==> config.mk <==
export PLATFORM = sky130hd
export DESIGN_NAME = lpr_seq
export DESIGN_NICKNAME = d
export VERILOG_FILES = /design/src/rtl/lpr_pkg.sv /design/src/rtl/lpr_row_ctr.sv /design/src/rtl/lpr_strobe_mux.sv /design/src/rtl/lpr_seq.sv
export SDC_FILE = /design/constraint.sdc
export NUM_CORES = 1
export LEC_CHECK = 0
export ABC_AREA = 1
export ABC_CLOCK_PERIOD_IN_PS = 1900
export BUFFER_PORTS_ARGS = -buffer_cell sky130_fd_sc_hd__buf_2
export CORE_ASPECT_RATIO = 1.25
export CORE_UTILIZATION = 55
export CTS_CLUSTER_DIAMETER = 100
export DETAILED_ROUTE_END_ITERATION = 7
export GPL_TIMING_DRIVEN = 0
export PLACE_DENSITY = 0.8
export SETUP_SLACK_MARGIN = 0.15
export SYNTH_ARGS = -nofsm -noshare
export SYNTH_HDL_FRONTEND = slang
export SYNTH_SLANG_ARGS = --single-unit
==> constraint.sdc <==
create_clock -name clk -period 1.9 [get_ports clk]
set_input_delay 0.19 -clock clk [delete_from_list [all_inputs] [get_ports clk]]
set_output_delay 0.19 -clock clk [all_outputs]
set_load 0.05 [all_outputs]
==> src/rtl/lpr_pkg.sv <==
package lpr_pkg;

    typedef enum logic [3:0] {
        ST_IDLE,
        ST_BB_LEAD,
        ST_BB_RAS,
        ST_BB_GAP,
        ST_SR_LEAD,
        ST_SR_HOLD,
        ST_EXIT,
        ST_BU_LEAD,
        ST_BU_RAS,
        ST_BU_PRE
    } lpr_state_e;

endpackage

==> src/rtl/lpr_row_ctr.sv <==
module lpr_row_ctr #(
    parameter int ROWS = 1024
) (
    input  logic clk,
    input  logic rst_n,
    input  logic clr,
    input  logic inc,
    output logic last
);
    localparam int RW = (ROWS > 2) ? $clog2(ROWS) : 1;

    logic [RW-1:0] row_d, row_q;

    always_comb begin
        row_d = row_q;
        if (clr)
            row_d = '0;
        else if (inc)
            row_d = row_q + RW'(1);
    end

    always_ff @(posedge clk or negedge rst_n) begin
        if (!rst_n) row_q <= '0;
        else        row_q <= row_d;
    end

    assign last = (row_q == RW'(ROWS - 1));


    no_overflow_chk: assert property (@(posedge clk) disable iff (!rst_n)
        inc |-> !last)
        else $error("row counter stepped past the last row");

endmodule

==> src/rtl/lpr_strobe_mux.sv <==
module lpr_strobe_mux (
    input  logic own,
    input  logic seq_ras_n,
    input  logic seq_cas_n,
    input  logic mc_ras_n,
    input  logic mc_cas_n,
    input  logic mc_we_n,
    output logic ras_n,
    output logic cas_n,
    output logic we_n
);
    always_comb begin
        if (own) begin
            ras_n = seq_ras_n;
            cas_n = seq_cas_n;
            we_n  = 1'b1;
        end else begin
            ras_n = mc_ras_n;
            cas_n = mc_cas_n;
            we_n  = mc_we_n;
        end
    end
endmodule

==> src/rtl/lpr_seq.sv <==
module lpr_seq
    import lpr_pkg::*;
#(
    parameter int CAS_LEAD    = 2,
    parameter int BB_PERIOD   = 12500,
    parameter int BB_RAS_LOW  = 50,
    parameter int SR_MIN_HOLD = 10000,
    parameter int EXIT_HOLD   = 12,
    parameter int BURST_ROWS  = 1024,
    parameter int BU_RAS_LOW  = 6,
    parameter int BU_PRE      = 5
) (
    input  logic clk,
    input  logic rst_n,
    input  logic sr_req,
    input  logic bbu_req,
    input  logic page_open,
    input  logic mc_ras_n,
    input  logic mc_cas_n,
    input  logic mc_we_n,
    output logic busy,
    output logic ras_n,
    output logic cas_n,
    output logic we_n
);
    localparam int CNT_W = $clog2(BB_PERIOD + SR_MIN_HOLD + EXIT_HOLD + CAS_LEAD
                                  + BU_RAS_LOW + BU_PRE + 1);
    localparam logic [CNT_W-1:0] LD_LEAD  = CNT_W'(CAS_LEAD - 1);
    localparam logic [CNT_W-1:0] LD_BBRAS = CNT_W'(BB_RAS_LOW - 1);
    localparam logic [CNT_W-1:0] LD_BBGAP = CNT_W'(BB_PERIOD - BB_RAS_LOW - 1);
    localparam logic [CNT_W-1:0] LD_SR    = CNT_W'(SR_MIN_HOLD - 1);
    localparam logic [CNT_W-1:0] LD_EXIT  = CNT_W'(EXIT_HOLD - 1);
    localparam logic [CNT_W-1:0] LD_BURAS = CNT_W'(BU_RAS_LOW - 1);
    localparam logic [CNT_W-1:0] LD_BUPRE = CNT_W'(BU_PRE - 1);

    typedef struct packed {
        lpr_state_e       st;
        logic [CNT_W-1:0] cnt;
        logic             from_sr;
    } seq_t;

    seq_t s_d, s_q;
    logic row_clr, row_inc, row_last;
    logic cnt_zero;
    logic seq_ras_n, seq_cas_n;

    assign cnt_zero = (s_q.cnt == '0);

    always_comb begin
        s_d     = s_q;
        row_clr = 1'b0;
        row_inc = 1'b0;
        if (!cnt_zero)
            s_d.cnt = s_q.cnt - CNT_W'(1);
        unique case (s_q.st)
            ST_IDLE: begin
                if (!page_open && sr_req) begin
                    s_d.st = ST_SR_LEAD;  s_d.cnt = LD_LEAD;  s_d.from_sr = 1'b1;
                end else if (!page_open && bbu_req) begin
                    s_d.st = ST_BB_LEAD;  s_d.cnt = LD_LEAD;  s_d.from_sr = 1'b0;
                end
            end
            ST_BB_LEAD: if (cnt_zero) begin
                s_d.st = ST_BB_RAS;  s_d.cnt = LD_BBRAS;
            end
            ST_BB_RAS: if (cnt_zero) begin
                s_d.st = ST_BB_GAP;  s_d.cnt = LD_BBGAP;
            end
            ST_BB_GAP: begin
                if (!bbu_req) begin
                    s_d.st = ST_EXIT;  s_d.cnt = LD_EXIT;
                end else if (cnt_zero) begin
                    s_d.st = ST_BB_RAS;  s_d.cnt = LD_BBRAS;
                end
            end
            ST_SR_LEAD: if (cnt_zero) begin
                s_d.st = ST_SR_HOLD;  s_d.cnt = LD_SR;
            end
            ST_SR_HOLD: if (cnt_zero && !sr_req) begin
                s_d.st = ST_EXIT;  s_d.cnt = LD_EXIT;
            end
            ST_EXIT: if (cnt_zero) begin
                if (s_q.from_sr) begin
                    s_d.st = ST_BU_LEAD;  s_d.cnt = LD_LEAD;
                end else begin
                    s_d.st = ST_IDLE;
                end
            end
            ST_BU_LEAD: if (cnt_zero) begin
                s_d.st  = ST_BU_RAS;  s_d.cnt = LD_BURAS;
                row_clr = 1'b1;
            end
            ST_BU_RAS: if (cnt_zero) begin
                s_d.st = ST_BU_PRE;  s_d.cnt = LD_BUPRE;
            end
            ST_BU_PRE: if (cnt_zero) begin
                if (row_last) begin
                    s_d.st = ST_IDLE;  s_d.from_sr = 1'b0;
                end else begin
                    s_d.st  = ST_BU_RAS;  s_d.cnt = LD_BURAS;
                    row_inc = 1'b1;
                end
            end
            default: s_d.st = ST_IDLE;
        endcase
    end

    always_ff @(posedge clk or negedge rst_n) begin
        if (!rst_n) begin
            s_q.st      <= ST_IDLE;
            s_q.cnt     <= '0;
            s_q.from_sr <= 1'b0;
        end else begin
            s_q <= s_d;
        end
    end

    // strobe levels decoded from the registered state only
    always_comb begin
        seq_ras_n = 1'b1;
        seq_cas_n = 1'b1;
        case (s_q.st)
            ST_BB_LEAD, ST_BB_GAP, ST_SR_LEAD, ST_BU_LEAD, ST_BU_PRE:
                seq_cas_n = 1'b0;
            ST_BB_RAS, ST_SR_HOLD, ST_BU_RAS: begin
                seq_ras_n = 1'b0;
                seq_cas_n = 1'b0;
            end
            default: ;
        endcase
    end

    assign busy = (s_q.st != ST_IDLE);

    lpr_row_ctr #(.ROWS(BURST_ROWS)) u_rows (
        .clk(clk), .rst_n(rst_n), .clr(row_clr), .inc(row_inc), .last(row_last)
    );

    lpr_strobe_mux u_mux (
        .own(busy), .seq_ras_n(seq_ras_n), .seq_cas_n(seq_cas_n),
        .mc_ras_n(mc_ras_n), .mc_cas_n(mc_cas_n), .mc_we_n(mc_we_n),
        .ras_n(ras_n), .cas_n(cas_n), .we_n(we_n)
    );


    cbr_order_chk: assert property (@(posedge clk) disable iff (!rst_n)
        (busy && $fell(ras_n)) |-> (!cas_n && $past(!cas_n)))
        else $error("RAS fell without CAS already low");


    page_wait_chk: assert property (@(posedge clk) disable iff (!rst_n)
        (!busy && page_open) |=> !busy)
        else $error("bus taken while a page was open");


    sr_hold_chk: assert property (@(posedge clk) disable iff (!rst_n)
        (s_q.st == ST_SR_HOLD && sr_req) |=> (s_q.st == ST_SR_HOLD && !ras_n && !cas_n))
        else $error("self-refresh hold ended while requested");


    exit_hold_chk: assert property (@(posedge clk) disable iff (!rst_n)
        (s_q.st == ST_EXIT && !cnt_zero) |=> (s_q.st == ST_EXIT && ras_n && cas_n))
        else $error("exit hold cut short");


    burst_release_chk: assert property (@(posedge clk) disable iff (!rst_n)
        $fell(busy) |-> (!$past(s_q.from_sr) || $past(row_last)))
        else $error("bus released before the burst finished");

endmodule

==> impl_metrics.toml, run 1 <==
[outcome]
outcome = "finished, violations left"
violations = "setup timing"

[placed_design]
hpwl_um = 5376
port_buffers = 11
dp_cells = 461
gp_congestion = 0.9840

[clocking]
path_clk_slew_ns = 0.07
cts_sinks = 30
cts_tree = "done"
cts_made_buffers = 5
h-tree-depth = 2
root_buffer = "clkbuf_8"
worstSkewPairLatency_ns = 0.29
cts_buffer_depth = 2

[route]
drc = 0
dr_total_vias = 2929
initialDrtViolationCount = 236
ant_nets = 0
drt_pass1_iterations = 5
vias_per_cell = 5.823
wirelength_um = 8293
post_drt_wl_per_cell_um = 16.49

[global_route]
grt_pass1_wl_um = 12320
grt_use_total_pct = 32.77
grt_max_degree = 31
grt_overflow = 0
antenna_found_initial = 0
grt_pass1_vias = 2699

[timing]
tightest_slew_ns = 0.7251
grt_setup_unrepaired = "yes"
setup_slack_ns = -0.01976
skew_ns = 0.006558
relSlewSlack_pct = 51.66
setup_viol = 3
finalMaxSlewViolations = 0
holdWs_ns = 0.2936
max_clock_freq_mhz = 520.9
period_share_pct = 101.0
period_needed_ns = 1.920
final-hold-violation-count = 0

[run]
drv_cap = 0

[worst_setup_path]
worstSetupEndpointType = "register"
cp_num_buf_inv = 3
critical_path.max_fanout = 10
cp.arrival_ns = 2.09
crit_family = "simple AND/OR/NAND/NOR gates"
worst_ep_required_time_ns = 2.07
crit_chain = "inv_2 > ha_4 > inv_2 > nor2_1 > nand2_1 > nor2_4 > nand2_4 > clkinv_2 > a21oi_1 > nor2_1 > nand2_1 > nand2_1 > nand2_1"
cpPeakStageDelay_ns = 0.40
crit_type = "register to register"
cpMostUsedCell = "nand2_1"
start_kind = "register"
slowest_stage = "dfrtp_1"

[final_layout]
drive_above_1_share_pct = 33.48
fin_nets = 457
antennaDiodeCount = 0
fillers = 342
area_growth_syn_to_layout_pct = 32.63
final_cells = 503

[worst_hold_path]
hold_path_class = "input port to register"

[synthesis]
synth_common_cells = "nand2_1 (105), inv_1 (49), nor2_1 (46), nand3_1 (38), dfrtp_1 (30)"
syn_nets = 405
synth_flop_cell = "dfrtp_1"
syn_avg_cell_area_um2 = 6.467
synth_edf_count = 0
synth.area.top_cells = "dfrtp_1 (30%), nand2_1 (16%), nand3_1 (7.5%)"
synthesis.instances = 392
synth.most_common_cell = "nand2_1"
async_flop_share_pct = 100.0
yosys_register_bits = 30
synth.top_cell.area_share_pct = 29.62
syn_area_mm2 = 0.002535
netlist.top_cell.by_area = "dfrtp_1"
yosysWarnings = 0
seq_area_frac_synth_pct = 29.62
synth_cell_type_count = 36

[pwr]
p_leak_nw = 1.750
ir_drop_v = 0.001035
power.density_mw_per_mm2 = 1509

[floorplan]
die_area_mm2 = 0.004886
core_mm2 = 0.004425
die_w_um = 62.72
initial_utilization_pct = 57.28
pin_count = 12
rows = 27
die_h_um = 77.91
[report_power, final]
group	internal (mW)	switching (mW)
logic	1.36	2.20
registers	0.796	0.159
clock network	0.291	0.266
[per-stage QoR]
| step | util, % | cell area (um2) | setup WS (ns) | setup TNS [ns] | total power [mW] |
|---|---|---|---|---|---|
| floorplan | - | 2566 | 0.1197 | 0 | 2.993 |
| global placement | 60.87 | 2694 | -0.06253 | -0.06253 | 3.539 |
| detailed placement | 60.87 | 2694 | -0.08487 | -0.2509 | 3.587 |
| CTS | 68.84 | 3047 | 0.07844 | 0 | 4.523 |
| global route | 75.97 | 3362 | -0.1092 | -0.6045 | 5.385 |
| finish | 75.97 | 3362 | -0.01976 | -0.04342 | 5.072 |
[routing by layer]
metal	part of all wire [%]	up-vias	GRT usage, %
li1	-	1374	-
met1	37	1350	36.02
met2	51	152	57.50
met3	6.1	53	5.882
met4	5.6	0	20.93
met5	0	-	0
[cells by family (layout without fill, tap and decap cells)]
group,after synthesis,count (layout),synth area share (%)
xor+xnor,8,8,2.764
compound gates,52,52,11.85
fa+ha+maj,5,5,2.468
buf+inv,59,112,9.181
simple gates,238,238,44.13
flops,30,30,29.62
[worst paths after layout]
kind                       slack, ns      end      start  cells after the start
min in group asynchronous       0.49   s_q[9]      rst_n                      2
max in group asynchronous       0.89  s_q[19]      rst_n                      2
max                            -0.02  s_q[19]     s_q[2]                     13
min                             0.29   s_q[0]  page_open                      4
min reg2reg                     0.54   s_q[0]     s_q[0]                      2
max reg2reg                    -0.02  s_q[19]     s_q[2]                     13
[cells in the final DEF, fill, tap and decap left out, types with 2 or more instances in the layout]
cell type,instances
nor2_2,6
a31o_2,3
nand4_1,9
nand2_1,91
inv_2,6
nand2_4,5
dfrtp_2,4
inv_1,42
dfrtp_1,26
clkinvlp_4,2
nand2_2,19
nor3_1,4
ha_4,3
inv_4,3
nand3b_1,2
nand3_1,33
nor2_1,38
xor2_1,4
buf_6,12
xnor2_1,4
o21ai_1,6
o21ai_0,10
a21oi_1,15
buf_8,2
buf_2,8
clkinv_2,3
a21oi_2,5
nor4_1,2
buf_4,26
nor2_4,16
clkbuf_8,6
nand3_2,9
o21ai_2,4
[worst reg2reg max path: stages, from the launching register on]
cell and delay, ns:
dfrtp_1 0.40, inv_2 0.09, ha_4 0.14, inv_2 0.03, nor2_1 0.08, nand2_1 0.09
nor2_4 0.12, nand2_4 0.12, clkinv_2 0.18, a21oi_1 0.07, nor2_1 0.21, nand2_1 0.15
nand2_1 0.09, nand2_1 0.05
[timing repair]
item                       in CTS  in global routing
resized for setup              37                 59
setup buffers                  16                 17
pin swaps                      16                 23
hold buffers                    1                  0
cloned                          0                  0
setup endpoints to repair      32                 32
hold endpoints to repair       30                  0
[state kept, by name (all words and copies together) (netlist names)]
register      count
s_q              20
u_rows.row_q     10
[final cells by class]
type,instances,area (um2),share of cell area [%]
multi-input combinational,303,1792,53.29
timing repair buffer,45,370.4,11.02
tap,58,72.57,2.159
inverter,54,216.5,6.438
buffer,5,60.06,1.786
clock buffer,6,82.58,2.456
clock inverter,2,12.51,0.3722
sequential,30,755.7,22.48
(Power assumes the default switching activity.)
==> run 2, diff against run 1 <==
--- a/config.mk
+++ b/config.mk
@@ -6,7 +6,7 @@
 export NUM_CORES = 1
 export LEC_CHECK = 0
 export ABC_AREA = 1
-export ABC_CLOCK_PERIOD_IN_PS = 1900
+export ABC_CLOCK_PERIOD_IN_PS = 1600
 export BUFFER_PORTS_ARGS = -buffer_cell sky130_fd_sc_hd__buf_2
 export CORE_ASPECT_RATIO = 1.25
 export CORE_UTILIZATION = 55
==> constraint.sdc (replaced) <==
create_clock -name clk -period 1.6 [get_ports clk]
set_input_delay 0.16 -clock clk [delete_from_list [all_inputs] [get_ports clk]]
set_output_delay 0.16 -clock clk [all_outputs]
set_load 0.05 [all_outputs]
==> run 2 against run 1 <==
Effect of this change: the flow still finishes with violations (setup timing); first-iteration DRC count decreased by 9.7%; die area did not move; non-clock buffer count rose by 25; register-to-register slack worse by 0.37 ns; via count rose by 7.4%; clock power rose by 17%; combinational power increased by 41%; wire length increased by 12%; critical path depth decreased by 1; fmax shrank 3.7%; hold slack worse by 0.034 ns; final cell count is 5.2% higher; critical path type unchanged; largest cell class unchanged; highest routed layer unchanged.
==> impl_metrics.toml, run 2 (synthesized netlist as in run 1, its figures left out) <==
[worst_setup_path]
critical_path.max_fanout = 7
start_kind = "register"
worst_ep_required_time_ns = 1.75
worstSetupEndpointType = "register"
cpPeakStageDelay_ns = 0.40
crit_type = "register to register"
crit_chain = "inv_2 > ha_4 > inv_2 > nor2_2 > nand2_2 > nor2_4 > nand2_4 > buf_8 > ha_4 > nand4_1 > nand2_1 > nand4_1"
cp_num_buf_inv = 3
slowest_stage = "dfrtp_1"
cp.arrival_ns = 2.14
crit_family = "simple AND/OR/NAND/NOR gates"

[floorplan]
die_h_um = 77.91
pin_count = 12
die_w_um = 62.72
initial_utilization_pct = 57.28
core_mm2 = 0.004425
rows = 27
die_area_mm2 = 0.004886

[final_layout]
final_area_mm2 = 0.003705
top_register = "s_q"
largest_reg_flops = 20
final_cells = 529
antennaDiodeCount = 0
fillers = 274
area_growth_syn_to_layout_pct = 46.15
final_common_cell = "nand2_1"
reg.largest.list = "s_q x20, u_rows.row_q x10"
final_cell_mix = "nand2_1 (85), buf_4 (48), inv_1 (40)"
ff_latch_area_um2 = 753.2
fin_nets = 483
multiInputGateArea_mm2 = 0.001901
drive_above_1_share_pct = 39.92

[clocking]
h-tree-depth = 2
cts_tree = "done"
cts_made_buffers = 5
worstSkewPairLatency_ns = 0.29
path_clk_slew_ns = 0.06
root_buffer = "clkbuf_8"
cts_sinks = 30
cts_buffer_depth = 2

[global_route]
antenna_found_initial = 0
grt_pass1_vias = 2914
grt_overflow = 0
grt_max_degree = 31
grt_pass1_wl_um = 13550
grt_use_total_pct = 36.03

[run]
drv_cap = 0

[timing]
period_share_pct = 124.6
finalMaxSlewViolations = 0
setup-tns-final_ns = -7.872
period_needed_ns = 1.994
setup_slack_ns = -0.3941
tightest_slew_ns = 0.6681
relSlewSlack_pct = 55.46
holdWs_ns = 0.2592
final-hold-violation-count = 0
max_clock_freq_mhz = 501.5
setup_viol = 32
grt_setup_unrepaired = "yes"
skew_ns = 0.007210

[pwr]
power.density_mw_per_mm2 = 1835
ir_drop_v = 0.001433
p_leak_nw = 1.931
fin_total_pwr_mw = 6.800

[route]
post_drt_wl_per_cell_um = 17.56
wirelength_um = 9288
dr_total_vias = 3145
drt_pass1_iterations = 6
vias_per_cell = 5.945
initialDrtViolationCount = 213
ant_nets = 0
drc = 0

[outcome]
violations = "setup timing"
outcome = "finished, violations left"

[placed_design]
port_buffers = 11
placed_area_mm2 = 0.002728
hpwl_um = 5359
gp_congestion = 1.108
dp_cells = 461

[worst_hold_path]
hold_path_class = "input port to register"
-- run 2: changes by cell type in the layout (fill, tap and decap cells not counted), sizes merged --
cell | previous run | this run
buf | 49 | 74
clkinvlp | 2 | 1
inv | 51 | 53
-- run 2: power by group --
part / internal [mW] / leakage (nW) / switching (mW)
Sequential: 0.942 / 0.402 / 0.192
Combinational: 2.07 / 1.48 / 2.94
Clock: 0.345 / 0.0472 / 0.309
Total: 3.35 / 1.93 / 3.45
-- run 2: cell type report --
class                   instances  area share, %
plain buffers                   5          1.722
clock buffers                   6          2.229
clock inverters                 2         0.3377
inverters                      54          6.113
multi-input cells             303          51.30
flip-flops and latches         30          20.33
well taps                      58          1.959
repair buffers                 70          15.77
repair inverters                1         0.2364
-- run 2: worst register-to-register path, stage by stage, from the launching register on --
cell and delay, ns:
dfrtp_1 0.40, inv_2 0.12, ha_4 0.15, inv_2 0.03, nor2_2 0.12, nand2_2 0.08, nor2_4 0.13, nand2_4 0.12
buf_8 0.16, ha_4 0.25, nand4_1 0.10, nand2_1 0.11, nand4_1 0.10
-- run 2: what timing repair did --
| item | CTS | global route |
|---|---|---|
| hold endpoints to repair | 30 | 0 |
| hold buffers | 1 | 0 |
| buffers inserted | 41 | 16 |
| setup endpoints to repair | 34 | 34 |
| gates resized for setup | 56 | 62 |
| gates cloned | 1 | 1 |
| pin swaps | 22 | 29 |
-- run 2: routing by layer --
metal  vias to the layer above  global-route usage, %  share of wire (%)
li1                       1425                      -                  -
met1                      1455                  42.53                 36
met2                       200                  61.85                 50
met3                        65                  6.029                7.9
met4                         0                  19.30                5.6
met5                         -                      0                  0
-- run 2: worst paths after layout --
kind,depth (start not counted),to,slack (ns),from
min,4,s_q[0],0.26,page_open
max reg2reg,12,s_q[1],-0.39,s_q[1]
max in group asynchronous,2,s_q[19],0.69,rst_n
max,12,s_q[1],-0.39,s_q[1]
min in group asynchronous,2,u_rows.row_q[2],0.45,rst_n
min reg2reg,2,u_rows.row_q[7],0.56,u_rows.row_q[7]
-- run 2: metrics by stage --
step | utilization [%] | worst slack, ns
finish | 83.71 | -0.3941
global route | 83.71 | -0.4826
CTS | 75.43 | -0.2569
detailed placement | 61.63 | -0.4270
global placement | 61.63 | -0.4265
floorplan | - | -0.1797
==> run 3, diff against run 2 <==
--- a/config.mk
+++ b/config.mk
@@ -6,7 +6,7 @@
 export NUM_CORES = 1
 export LEC_CHECK = 0
 export ABC_AREA = 1
-export ABC_CLOCK_PERIOD_IN_PS = 1600
+export ABC_CLOCK_PERIOD_IN_PS = 1800
 export BUFFER_PORTS_ARGS = -buffer_cell sky130_fd_sc_hd__buf_2
 export CORE_ASPECT_RATIO = 1.25
 export CORE_UTILIZATION = 55
==> constraint.sdc (replaced) <==
create_clock -name clk -period 1.8 [get_ports clk]
set_input_delay 0.18 -clock clk [delete_from_list [all_inputs] [get_ports clk]]
set_output_delay 0.18 -clock clk [all_outputs]
set_load 0.05 [all_outputs]
==> run 3 against run 2 <==
Effect of this change: the run still ends with setup timing left; total power is 20% lower; clock power shrank 14%; non-clock buffer count is 19 lower; global-route usage fell by 4.3 points; sequential cell count is the same; sequential power fell by 11%; via count is 9.1% lower; register-to-register slack better by 0.27 ns; critical path type unchanged; largest cell class unchanged.
==> impl_metrics.toml, run 3 (synthesized netlist as in run 1, its figures left out) <==
[outcome]
outcome = "finished, violations left"
violations = "setup timing"

[pwr]
p_leak_nw = 1.780
power.density_mw_per_mm2 = 1587
ir_drop_v = 0.001242

[route]
ant_nets = 0
post_drt_wl_per_cell_um = 15.07
wirelength_um = 7671
drc = 0
vias_per_cell = 5.615
dr_total_vias = 2858
drt_pass1_iterations = 5
initialDrtViolationCount = 180

[worst_hold_path]
hold_depth = 4
hold_path_class = "input port to register"
min-delay-start = "page_open"
hold_end = "s_q[0]"

[worst_setup_path]
r2r_slack_ns = -0.13
startpoint = "s_q[1]"
r2r-start = "s_q[1]"
crit_type = "register to register"
critical_path.max_fanout = 6
cp.arrival_ns = 2.08
ff2ff_path_depth = 12
timing.rr.end = "s_q[1]"
start_kind = "register"
worst_ep_required_time_ns = 1.95
worstSetupEndpointType = "register"

[timing]
relSlewSlack_pct = 55.35
final-hold-violation-count = 0
finalMaxSlewViolations = 0
setup_slack_ns = -0.1277
setup_viol = 14
grt_setup_unrepaired = "yes"
tightest_slew_ns = 0.6697
period_needed_ns = 1.928
max_clock_freq_mhz = 518.7
skew_ns = 0.006462
period_share_pct = 107.1

[final_layout]
postLayoutCoreUtil_pct = 77.35
reg.largest.list = "s_q x20, u_rows.row_q x10"
fillers = 325
area_growth_syn_to_layout_pct = 35.04
fin_nets = 463
final_cells = 509
final_cell_mix = "nand2_1 (91), inv_1 (43), nor2_1 (38)"
top_register = "s_q"
drive_above_1_share_pct = 33.92
final_common_cell = "nand2_1"
largest_reg_flops = 20
antennaDiodeCount = 0

[clocking]
cts_made_buffers = 5
cts_tree = "done"
h-tree-depth = 2
root_buffer = "clkbuf_8"
cts_buffer_depth = 2
path_clk_slew_ns = 0.06
cts_sinks = 30
worstSkewPairLatency_ns = 0.28

[global_route]
grt_pass1_vias = 2663
antenna_found_initial = 0
grt_overflow = 0
grt_use_total_pct = 31.68
grt_pass1_wl_um = 12140
grt_max_degree = 31

[floorplan]
core_mm2 = 0.004425
die_h_um = 77.91
die_area_mm2 = 0.004886
pin_count = 12
initial_utilization_pct = 57.28
die_w_um = 62.72
rows = 27

[run]
drv_cap = 0

[placed_design]
port_buffers = 11
hpwl_um = 5061
dp_cells = 461
gp_congestion = 1.026
[run 3: cell count changes in the layout (fill, tap and decap cells not counted), sizes merged]
cell | before | now
buf | 74 | 55
inv | 53 | 52
[run 3: worst max-delay path by stage]
stage	end	slack, ns	cells after the start
final	s_q[1]	-0.13	12
after global routing	s_q[19]	-0.19	13
after CTS	s_q[1]	-0.006	12
after detailed placement	s_q[1]	-0.21	12
after global placement	s_q[1]	-0.24	12
after floorplan	s_q[1]	0.02	13
[run 3: power breakdown]
group          switching, mW  internal (mW)  total, mW
logic                   2.31           1.55       3.86
clock network          0.259          0.307      0.565
registers              0.173          0.839       1.01
[run 3: critical path, cell delays in order, from the launching register on]
cell,delay (ns)
dfrtp_1,0.40
inv_2,0.09
ha_4,0.14
inv_2,0.03
nor2_1,0.07
nand2_1,0.09
nor2_4,0.16
nand2_4,0.10
buf_8,0.14
ha_4,0.27
nand4_1,0.13
nand2_1,0.10
nand4_1,0.08
[run 3: layer usage]
layer	GRT usage (%)	vias to the layer above	routed length, um	part of all wire [%]
met4	14.65	0	273	3.6
met2	54.35	143	3768	49
li1	-	1374	-	-
met1	38.48	1308	3104	40
met5	0	-	0	0
met3	5.147	33	525	6.8
[run 3: what timing repair did]
| item | in CTS | in global routing |
|---|---|---|
| pin swaps | 12 | 28 |
| resized for setup | 51 | 47 |
| hold buffers | 1 | 0 |
| endpoints found under the hold margin | 30 | 0 |
| buffers inserted | 23 | 16 |
| endpoints found under the setup margin | 32 | 32 |
[run 3: layout make-up]
type                    instances  area [um2]  area share, %
plain buffers                   5       56.30          1.645
clock inverters                 2       12.51         0.3655
inverters                      54       217.7          6.360
repair buffers                 51       396.6          11.59
clock buffers                   6       82.58          2.412
multi-input cells             303        1831          53.47
flip-flops and latches         30       754.5          22.04
well taps                      58       72.57          2.120
[run 3: per-stage QoR]
stage          setup WS [ns]  area, um2  hold WS [ns]  setup TNS (ns)  total power [mW]
2_1_floorplan        0.01970       2570       -0.1156               0             3.166
3_5_place_dp         -0.2093       2698        0.2555          -1.071             3.743
5_1_grt              -0.1911       3423        0.2662          -2.985             5.806
6_report             -0.1277       3423        0.2431         -0.3841             5.434
4_1_cts            -0.006296       3153        0.2296       -0.006296             4.845
3_3_place_gp         -0.2356       2698        0.2474          -1.037             3.699
